--- src/rtl/dmfifo_pkg.sv ---
package dmfifo_pkg;

   typedef enum logic {
      MODE_STD  = 1'b0,
      MODE_FALL = 1'b1
   } rd_mode_e;

   typedef struct packed {
      logic rd_stat;
      logic wr_stat;
      logic half_n;
      logic near_empty_n;
      logic near_full_n;
   } flag_set_t;

endpackage

--- src/rtl/dmfifo_store.sv ---
module dmfifo_store #(
   parameter int DATA_W = 8,
   parameter int DEPTH  = 16
) (
   input  logic              clk,
   input  logic              rst_n,
   input  logic              push,
   input  logic              pop,
   input  logic [DATA_W-1:0] wr_data,
   output logic [DATA_W-1:0] head_word
);
   localparam int AW = $clog2(DEPTH);

   generate
      if (DEPTH < 2 || (1 << AW) != DEPTH) begin : g_bad_depth
         $error("dmfifo_store: DEPTH must be a power of two and at least 2");
      end
   endgenerate

   logic [DATA_W-1:0] mem [DEPTH];
   logic [AW-1:0]     wptr;
   logic [AW-1:0]     rptr;

   always_ff @(posedge clk) begin
      if (!rst_n) begin
         wptr <= '0;
         rptr <= '0;
      end else begin
         if (push) wptr <= wptr + AW'(1);
         if (pop)  rptr <= rptr + AW'(1);
      end
   end

   always_ff @(posedge clk) begin
      if (push) mem[wptr] <= wr_data;
   end

   assign head_word = mem[rptr];

endmodule

--- src/rtl/dmfifo_ctrl.sv ---
module dmfifo_ctrl
   import dmfifo_pkg::*;
#(
   parameter int DATA_W = 8,
   parameter int DEPTH  = 16
) (
   input  logic                    clk,
   input  logic                    rst_n,
   input  rd_mode_e                mode,
   input  logic                    wr_en,
   input  logic                    rd_en,
   input  logic [DATA_W-1:0]       wr_data,
   input  logic [DATA_W-1:0]       head_word,
   output logic                    push,
   output logic                    pop,
   output logic [DATA_W-1:0]       rd_data,
   output logic [$clog2(DEPTH):0]  tot_nxt
);
   localparam int CW = $clog2(DEPTH) + 1;

   logic [CW-1:0] mem_cnt, mem_cnt_nxt, tot;
   logic          out_vld, out_vld_nxt;
   logic          can_rd, can_wr, rd_ok, wr_ok;
   logic          slot_free, load_mem, bypass;

   always_comb begin
      tot = mem_cnt + CW'(out_vld);
      if (mode == MODE_FALL) begin
         can_rd = out_vld;
         can_wr = (tot != CW'(DEPTH + 1));
      end else begin
         can_rd = (mem_cnt != '0);
         can_wr = (mem_cnt != CW'(DEPTH));
      end
      rd_ok = rd_en & can_rd;
      wr_ok = wr_en & can_wr;

      if (mode == MODE_FALL) begin
         slot_free   = ~out_vld | rd_ok;
         load_mem    = slot_free & (mem_cnt != '0);
         bypass      = slot_free & (mem_cnt == '0) & wr_ok;
         pop         = load_mem;
         push        = wr_ok & ~bypass;
         out_vld_nxt = slot_free ? (load_mem | bypass) : 1'b1;
      end else begin
         slot_free   = 1'b0;
         load_mem    = rd_ok;
         bypass      = 1'b0;
         pop         = rd_ok;
         push        = wr_ok;
         out_vld_nxt = 1'b0;
      end

      mem_cnt_nxt = mem_cnt + CW'(push) - CW'(pop);
      tot_nxt     = mem_cnt_nxt + CW'(out_vld_nxt);
   end

   always_ff @(posedge clk) begin
      if (!rst_n) begin
         mem_cnt <= '0;
         out_vld <= 1'b0;
         rd_data <= '0;
      end else begin
         mem_cnt <= mem_cnt_nxt;
         out_vld <= out_vld_nxt;
         if (load_mem)    rd_data <= head_word;
         else if (bypass) rd_data <= wr_data;
      end
   end

endmodule

--- src/rtl/dmfifo_flags.sv ---
module dmfifo_flags
   import dmfifo_pkg::*;
#(
   parameter int DEPTH = 16
) (
   input  logic                     clk,
   input  rd_mode_e                 mode,
   input  logic [$clog2(DEPTH):0]   tot,
   input  logic [$clog2(DEPTH)-1:0] empty_ofs,
   input  logic [$clog2(DEPTH)-1:0] full_ofs,
   output flag_set_t                flags
);
   localparam int CW   = $clog2(DEPTH) + 1;
   localparam int HALF = DEPTH / 2;

   logic          fall, is_full, is_empty;
   logic [CW-1:0] lvl, cap, af_mark;
   flag_set_t     nxt;

   always_comb begin
      fall     = (mode == MODE_FALL);
      cap      = fall ? CW'(DEPTH + 1) : CW'(DEPTH);
      // fall-through thresholds sit one word higher: normalise the level
      lvl      = (fall && tot != '0) ? tot - CW'(1) : tot;
      is_full  = (tot == cap);
      is_empty = (tot == '0);
      af_mark  = CW'(DEPTH) - CW'(full_ofs);

      nxt.rd_stat      = fall ? is_empty : ~is_empty;
      nxt.wr_stat      = fall ? is_full  : ~is_full;
      nxt.near_empty_n = (lvl > CW'(empty_ofs));
      nxt.half_n       = ~(lvl > CW'(HALF));
      nxt.near_full_n  = ~(lvl >= af_mark);
   end

   always_ff @(posedge clk) begin
      flags <= nxt;
   end

endmodule

--- src/rtl/dualmode_fifo.sv ---
module dualmode_fifo
   import dmfifo_pkg::*;
#(
   parameter int DATA_W = 8,
   parameter int DEPTH  = 16
) (
   input  logic                     clk,
   input  logic                     rst_n,
   input  logic                     mode_sel,
   input  logic                     wr_en,
   input  logic [DATA_W-1:0]        wr_data,
   input  logic                     rd_en,
   output logic [DATA_W-1:0]        rd_data,
   input  logic [$clog2(DEPTH)-1:0] empty_ofs,
   input  logic [$clog2(DEPTH)-1:0] full_ofs,
   output logic                     rd_stat,
   output logic                     wr_stat,
   output logic                     half_n,
   output logic                     near_empty_n,
   output logic                     near_full_n
);
   localparam int CW = $clog2(DEPTH) + 1;

   generate
      if (DATA_W < 1) begin : g_bad_width
         $error("dualmode_fifo: DATA_W must be at least 1");
      end
   endgenerate

   rd_mode_e          mode_q, mode_eff;
   logic              push, pop;
   logic [DATA_W-1:0] head_word;
   logic [CW-1:0]     tot_nxt, tot_eff;
   flag_set_t         flags;

   // mode latches only while reset is held
   always_ff @(posedge clk) begin
      if (!rst_n) mode_q <= rd_mode_e'(mode_sel);
   end

   assign mode_eff = rst_n ? mode_q  : rd_mode_e'(mode_sel);
   assign tot_eff  = rst_n ? tot_nxt : '0;

   dmfifo_store #(.DATA_W(DATA_W), .DEPTH(DEPTH)) u_store (
      .clk       (clk),
      .rst_n     (rst_n),
      .push      (push),
      .pop       (pop),
      .wr_data   (wr_data),
      .head_word (head_word)
   );

   dmfifo_ctrl #(.DATA_W(DATA_W), .DEPTH(DEPTH)) u_ctrl (
      .clk       (clk),
      .rst_n     (rst_n),
      .mode      (mode_q),
      .wr_en     (wr_en),
      .rd_en     (rd_en),
      .wr_data   (wr_data),
      .head_word (head_word),
      .push      (push),
      .pop       (pop),
      .rd_data   (rd_data),
      .tot_nxt   (tot_nxt)
   );

   dmfifo_flags #(.DEPTH(DEPTH)) u_flags (
      .clk       (clk),
      .mode      (mode_eff),
      .tot       (tot_eff),
      .empty_ofs (empty_ofs),
      .full_ofs  (full_ofs),
      .flags     (flags)
   );

   assign rd_stat      = flags.rd_stat;
   assign wr_stat      = flags.wr_stat;
   assign half_n       = flags.half_n;
   assign near_empty_n = flags.near_empty_n;
   assign near_full_n  = flags.near_full_n;

endmodule

--- config.mk ---
export PLATFORM = sky130hd
export DESIGN_NAME = dualmode_fifo
export DESIGN_NICKNAME = d
export VERILOG_FILES = /design/src/rtl/dmfifo_pkg.sv /design/src/rtl/dmfifo_store.sv /design/src/rtl/dmfifo_ctrl.sv /design/src/rtl/dmfifo_flags.sv /design/src/rtl/dualmode_fifo.sv
export SDC_FILE = /design/constraint.sdc
export NUM_CORES = 1
export LEC_CHECK = 0
export ABC_AREA = 0
export CAP_MARGIN = 40
export CORE_MARGIN = 3
export CORE_UTILIZATION = 45
export CTS_BUF_LIST = sky130_fd_sc_hd__clkbuf_8
export CTS_CLUSTER_SIZE = 16
export DETAILED_ROUTE_END_ITERATION = 8
export PLACE_DENSITY = 0.6
export SKIP_LAST_GASP = 1
export SYNTH_ARGS = -nofsm -noshare
export SYNTH_HDL_FRONTEND = slang
export SYNTH_SLANG_ARGS = --single-unit
--- constraint.sdc ---
create_clock -name clk -period 8 [get_ports clk]
set_clock_uncertainty 0.1 [all_clocks]
set_input_delay 0.8 -clock clk [delete_from_list [all_inputs] [get_ports clk]]
set_output_delay 0.8 -clock clk [all_outputs]
set_load 0.01 [all_outputs]
### Word-level counts from Yosys, hierarchy flattened

Memories as Yosys holds them, arrays and structs flattened. A register that Yosys moved wholly into a read port is not among the register bits.
Index checks and enable logic that the tools add are counted.

| storage, ports and cells | value |
|---|---|
| memories | 1 |
| bits of input ports | 21 |
| flip-flop bits (word level) | 28 |
| bits in writable memories | 128 |
| logic and storage cells | 65 |

| cells by class | value |
|---|---|
| add/sub/neg operators | 8 |
| $lt $le $gt $ge | 3 |
| mux-type cells | 19 |
| equal/unequal tests | 3 |
| reduce and logical (&&, ||, !) cells | 6 |
| bitwise logic cells | 14 |

Memory list:

| memory | words | bits a word | rd ports | clocked after memory_dff | wr ports | line | text |
|---|---|---|---|---|---|---|---|
| u_store.mem | 16 | 8 | 1 | 1 | 1 | dmfifo_store.sv:20 | `logic [DATA_W-1:0] mem [DEPTH];` |

Operator list:

| cell | count |
|---|---|
| $mux 8 | 2 |
| $add 5x1->5 | 3 |
| $mux 1 | 13 |
| $logic_not 5->1 | 2 |
| $mux 5 | 2 |
| $ne 5x5->1 const B | 2 |
| $reduce_bool 5->1 | 2 |
| $add 4x1->4 const B | 2 |
| $mux 4 | 2 |
| $and 1x1->1 | 6 |
| $not 1->1 | 6 |
| $eq 5x5->1 | 1 |
| $ge 5x5->1 | 1 |
| $gt 5x4->1 | 1 |
| $gt 5x4->1 const B | 1 |
| $sub 5x1->5 | 1 |
| $sub 5x1->5 const B | 1 |
| $sub 5x4->5 const A | 1 |
| $or 1x1->1 | 2 |
| $reduce_bool 2->1 | 1 |
| $logic_and 1x1->1 | 1 |

### Longest topological paths before layout

| depth | value |
|---|---|
| depth after elaboration | 18 |
| mapped depth | 26 |

### By module

From an unflattened synthesis, not the netlist that was laid out.

| unflattened totals | value |
|---|---|
| cells, all modules | 426 |
| area, all modules | 7019.2 µm² |

Modules (own cells, without submodules):

| module | cells each | times used | area an instance (µm²) | sequential area each (µm²) |
|---|---|---|---|---|
| dmfifo_store | 260 | 1 | 5470.2 | 4083.9 |
| dmfifo_ctrl | 100 | 1 | 945.9 | 280.3 |
| dmfifo_flags | 59 | 1 | 530.5 | 100.1 |
| dualmode_fifo | 7 | 1 | 72.6 | 20.0 |

### Worst setup path after synthesis

OpenSTA, ideal clock, no wires.

| timing | value |
|---|---|
| path type | register to register |
| from | register u_ctrl.mem_cnt[3] |
| to | register, netlist name u_flags.flags[0] |
| path buffers | 2 |
| arrival | 5039 ps |
| data required time | 7830 ps |
| stages on the path, launching flop included | 27 |
| path slack | 2791 ps |
| cells stage by stage | dfxtp_1 inv_1 ha_1 or3b_1 or2_2 clkbuf_1 o21ai_2 inv_1 buf_2 ha_1 inv_1 ha_1 fa_1 ha_1 nand3b_1 mux2i_1 xnor2_1 o21ai_0 nand3_1 ha_1 xor2_1 ha_1 nand2b_1 a21oi_1 o21ai_0 a31o_2 a21oi_1 |

RTL lines:

| what | line | text |
|---|---|---|
| start: declaration | dmfifo_ctrl.sv:21 | `logic [CW-1:0] mem_cnt, mem_cnt_nxt, tot;` |
| start signal: assignment | dmfifo_ctrl.sv:64 | `mem_cnt <= mem_cnt_nxt;` |

==> summary.txt <==
status = completed
wire per inst = 19.3 um
Worst setup SP type = flip-flop
average size of a mapped cell = 15.5 um^2
clk_lat worst skew = 460 ps
area grow syn2layout = 14.6%
synthesized area = 0.00695 mm^2
Setup Viol. Count Final = 0
post-synthesis sequential area ratio = 0.646
worst slack, placed = 2010 ps
Final WS setup = 2180 ps
Die H = 130 um
core box area = 0.0148 mm^2
H-tree lvl count = 4
Synth area leaders = edfxtp_1 (55%), mux4_2 (10%), dfxtp_1 (9.2%)
Filler cells = 1,212
ys flop type = edfxtp_1
worst slew pin tran = 824 ps
TritonCTS Sinks = 160
Die Width = 130 um
post-cts resize count = 0
Hold Path Class = flip-flop to flip-flop
Site Rows = 44
top cell type's share of synthesized area = 0.553
initial antenna violation count = 0
number of nets in the layout = 547
IO Pins = 34
clock-pin slew on the worst setup and hold paths = 90 ps
vias post-DR = 3,731
DRC Markers = 0
top-count cell post-synth = edfxtp_1
Detail Route Antenna Nets = 0
TritonCTS clock tree = yes
Max Cap Viol = 0
ANT cells = 0
RSZ-0062 raised after global routing = false
GR Overflow Total = 0
P_leak = 0.00271 uW
Netlist cell types = 55
global-route usage over all layers = 0.169
cells after synthesis = 447
register bit total from synthesis = 160
CTS Hold Bufs = 0
area occupied by multi-input gates = 0.00229 mm^2
die area = 0.0170 mm^2
vias in the first global route = 3,833
Inserted Clock Buffers = 17
design area = 0.00796 mm^2
setup bufs post-CTS = 0
Post-synth EDFFs = 128
Routed WL = 13.4 mm
final core occ = 0.537
Total Neg Setup Slack = 0 ps
Max clock buf depth = 2
Post-synth top cells = edfxtp_1 (128), dfxtp_1 (32), mux4_2 (32)
minimum clock period = 5820 ps
P per Cell Area = 340 mW/mm^2
storage element area = 0.00449 mm^2
DR iter-0 viols = 247
Initial Util = 0.469
share of layout cells above drive strength 1 = 0.210
placer congestion estimate = 0.746
final hold vios = 0
critical path fanouts, max = 13
area of placed instances = 0.00756 mm^2
Slew headroom = 0.448
Syn Nets = 497
cell taking the most area after synthesis = edfxtp_1
first-pass GRT wire length = 20.8 mm
clk root buf = clkbuf_8
Ys Warns = 0
largest net degree at the start of global routing = 33
final-report max-slew violation count = 0
Pre-Repair DR Iteration Count = 4
final period utilization = 0.727
maximum vdd drop = 0.205 mV
crit path kind = flip-flop to flip-flop
Worst EP arrival = 6100 ps
CP required = 8290 ps
vias per inst = 5.38
share of synthesized flip-flops with an asynchronous set or reset = 0
Crit. End Element = flip-flop
IO buf count = 33
Max Freq = 0.172 GHz
Detailed Place HPWL = 9.44 mm
==> cells in the final DEF (no fill, tap or decap), types with 3 or more instances in the layout <==
cell / count
ha_1: 28
a21oi_1: 14
xnor2_1: 9
buf_4: 17
mux2i_1: 10
nor2b_1: 3
o22ai_1: 8
dfxtp_1: 31
mux4_2: 32
inv_6: 5
xor2_1: 6
clkinv_8: 4
o21ai_0: 21
nor3_1: 6
clkdlybuf4s50_1: 33
nand3_1: 4
nand2_1: 17
and2_1: 4
nor2_1: 29
edfxtp_1: 128
nand2b_1: 6
inv_1: 25
mux2_2: 9
inv_8: 3
clkbuf_8: 17
==> layout make-up <==
| cell class | count | share of cell area |
|---|---|---|
| flip-flops and latches | 160 | 0.564 |
| multi-input cells | 242 | 0.287 |
| repair buffers | 50 | 0.0575 |
| clock buffers | 17 | 0.0294 |
| well taps | 184 | 0.0289 |
| clock inverters | 15 | 0.0209 |
| inverters | 26 | 0.0123 |
==> power by group <==
| group | internal (uW) | switching [uW] |
|---|---|---|
| clock network | 236 | 339 |
| logic | 527 | 575 |
| registers | 983 | 46.9 |
| total | 1750 | 960 |
==> state kept, by name, summed over array words and instances, names as in the netlist, named ones only <==
register	count
u_flags.flags	5
u_ctrl.out_vld	1
u_store.mem	128
u_store.wptr	4
mode_q	1
u_ctrl.rd_data	8
u_ctrl.mem_cnt	5
u_store.rptr	4
==> stage by stage <==
step	power (uW)	cells	hold slack, ps
3_3_place_gp	2140	650	373
2_1_floorplan	1880	447	368
5_1_grt	2890	694	394
3_5_place_dp	2170	662	369
4_1_cts	2740	694	384
6_report	2710	694	382
==> metal layers <==
layer | track usage | routed length [um] | up-vias
li1 | - | - | 1798
met1 | 0.221 | 6120 | 1872
met2 | 0.283 | 6680 | 45
met3 | 0.0360 | 437 | 16
met4 | 0.0568 | 176 | 0
met5 | 0 | 0 | -
==> cells by family (layout without fill, tap and decap cells) <==
logic type,count (synthesis),after routing,synth area share
DFF,160,160,0.646
xor gates and xnor gates,17,17,0.0247
AOI/OAI and AO/OA,62,62,0.0564
buffers and inverters,45,108,0.0268
muxes,51,51,0.133
and+or+nand+nor,82,82,0.0591
adders and majority gates,30,30,0.0548
==> worst max-delay path, stage by stage, from the launching register on <==
cell and delay [ps]:
dfxtp_1 390, inv_1 100, ha_1 130, or3b_1 370, or2_2 340, o21ai_2 190
inv_1 300, ha_1 350, inv_1 40, ha_1 200, fa_1 490, ha_1 270
nand3_1 110, mux2i_1 90, xnor2_1 380, o21ai_0 160, nand3_1 120, ha_1 280
xor2_1 280, ha_1 280, nand2b_1 130, a21oi_1 170, o21ai_0 100, a31o_2 250
a21oi_1 120
==> worst paths after layout <==
path                      from                 to  slack [ps]  cells after the start
max          u_ctrl.mem_cnt[2]   u_flags.flags[0]        2180                     24
min          u_ctrl.rd_data[4]  u_ctrl.rd_data[4]         380                      2
max reg2reg  u_ctrl.mem_cnt[2]   u_flags.flags[0]        2180                     24
min reg2reg  u_ctrl.rd_data[4]  u_ctrl.rd_data[4]         380                      2
No activity file was read; power rests on OpenSTA's default activity.
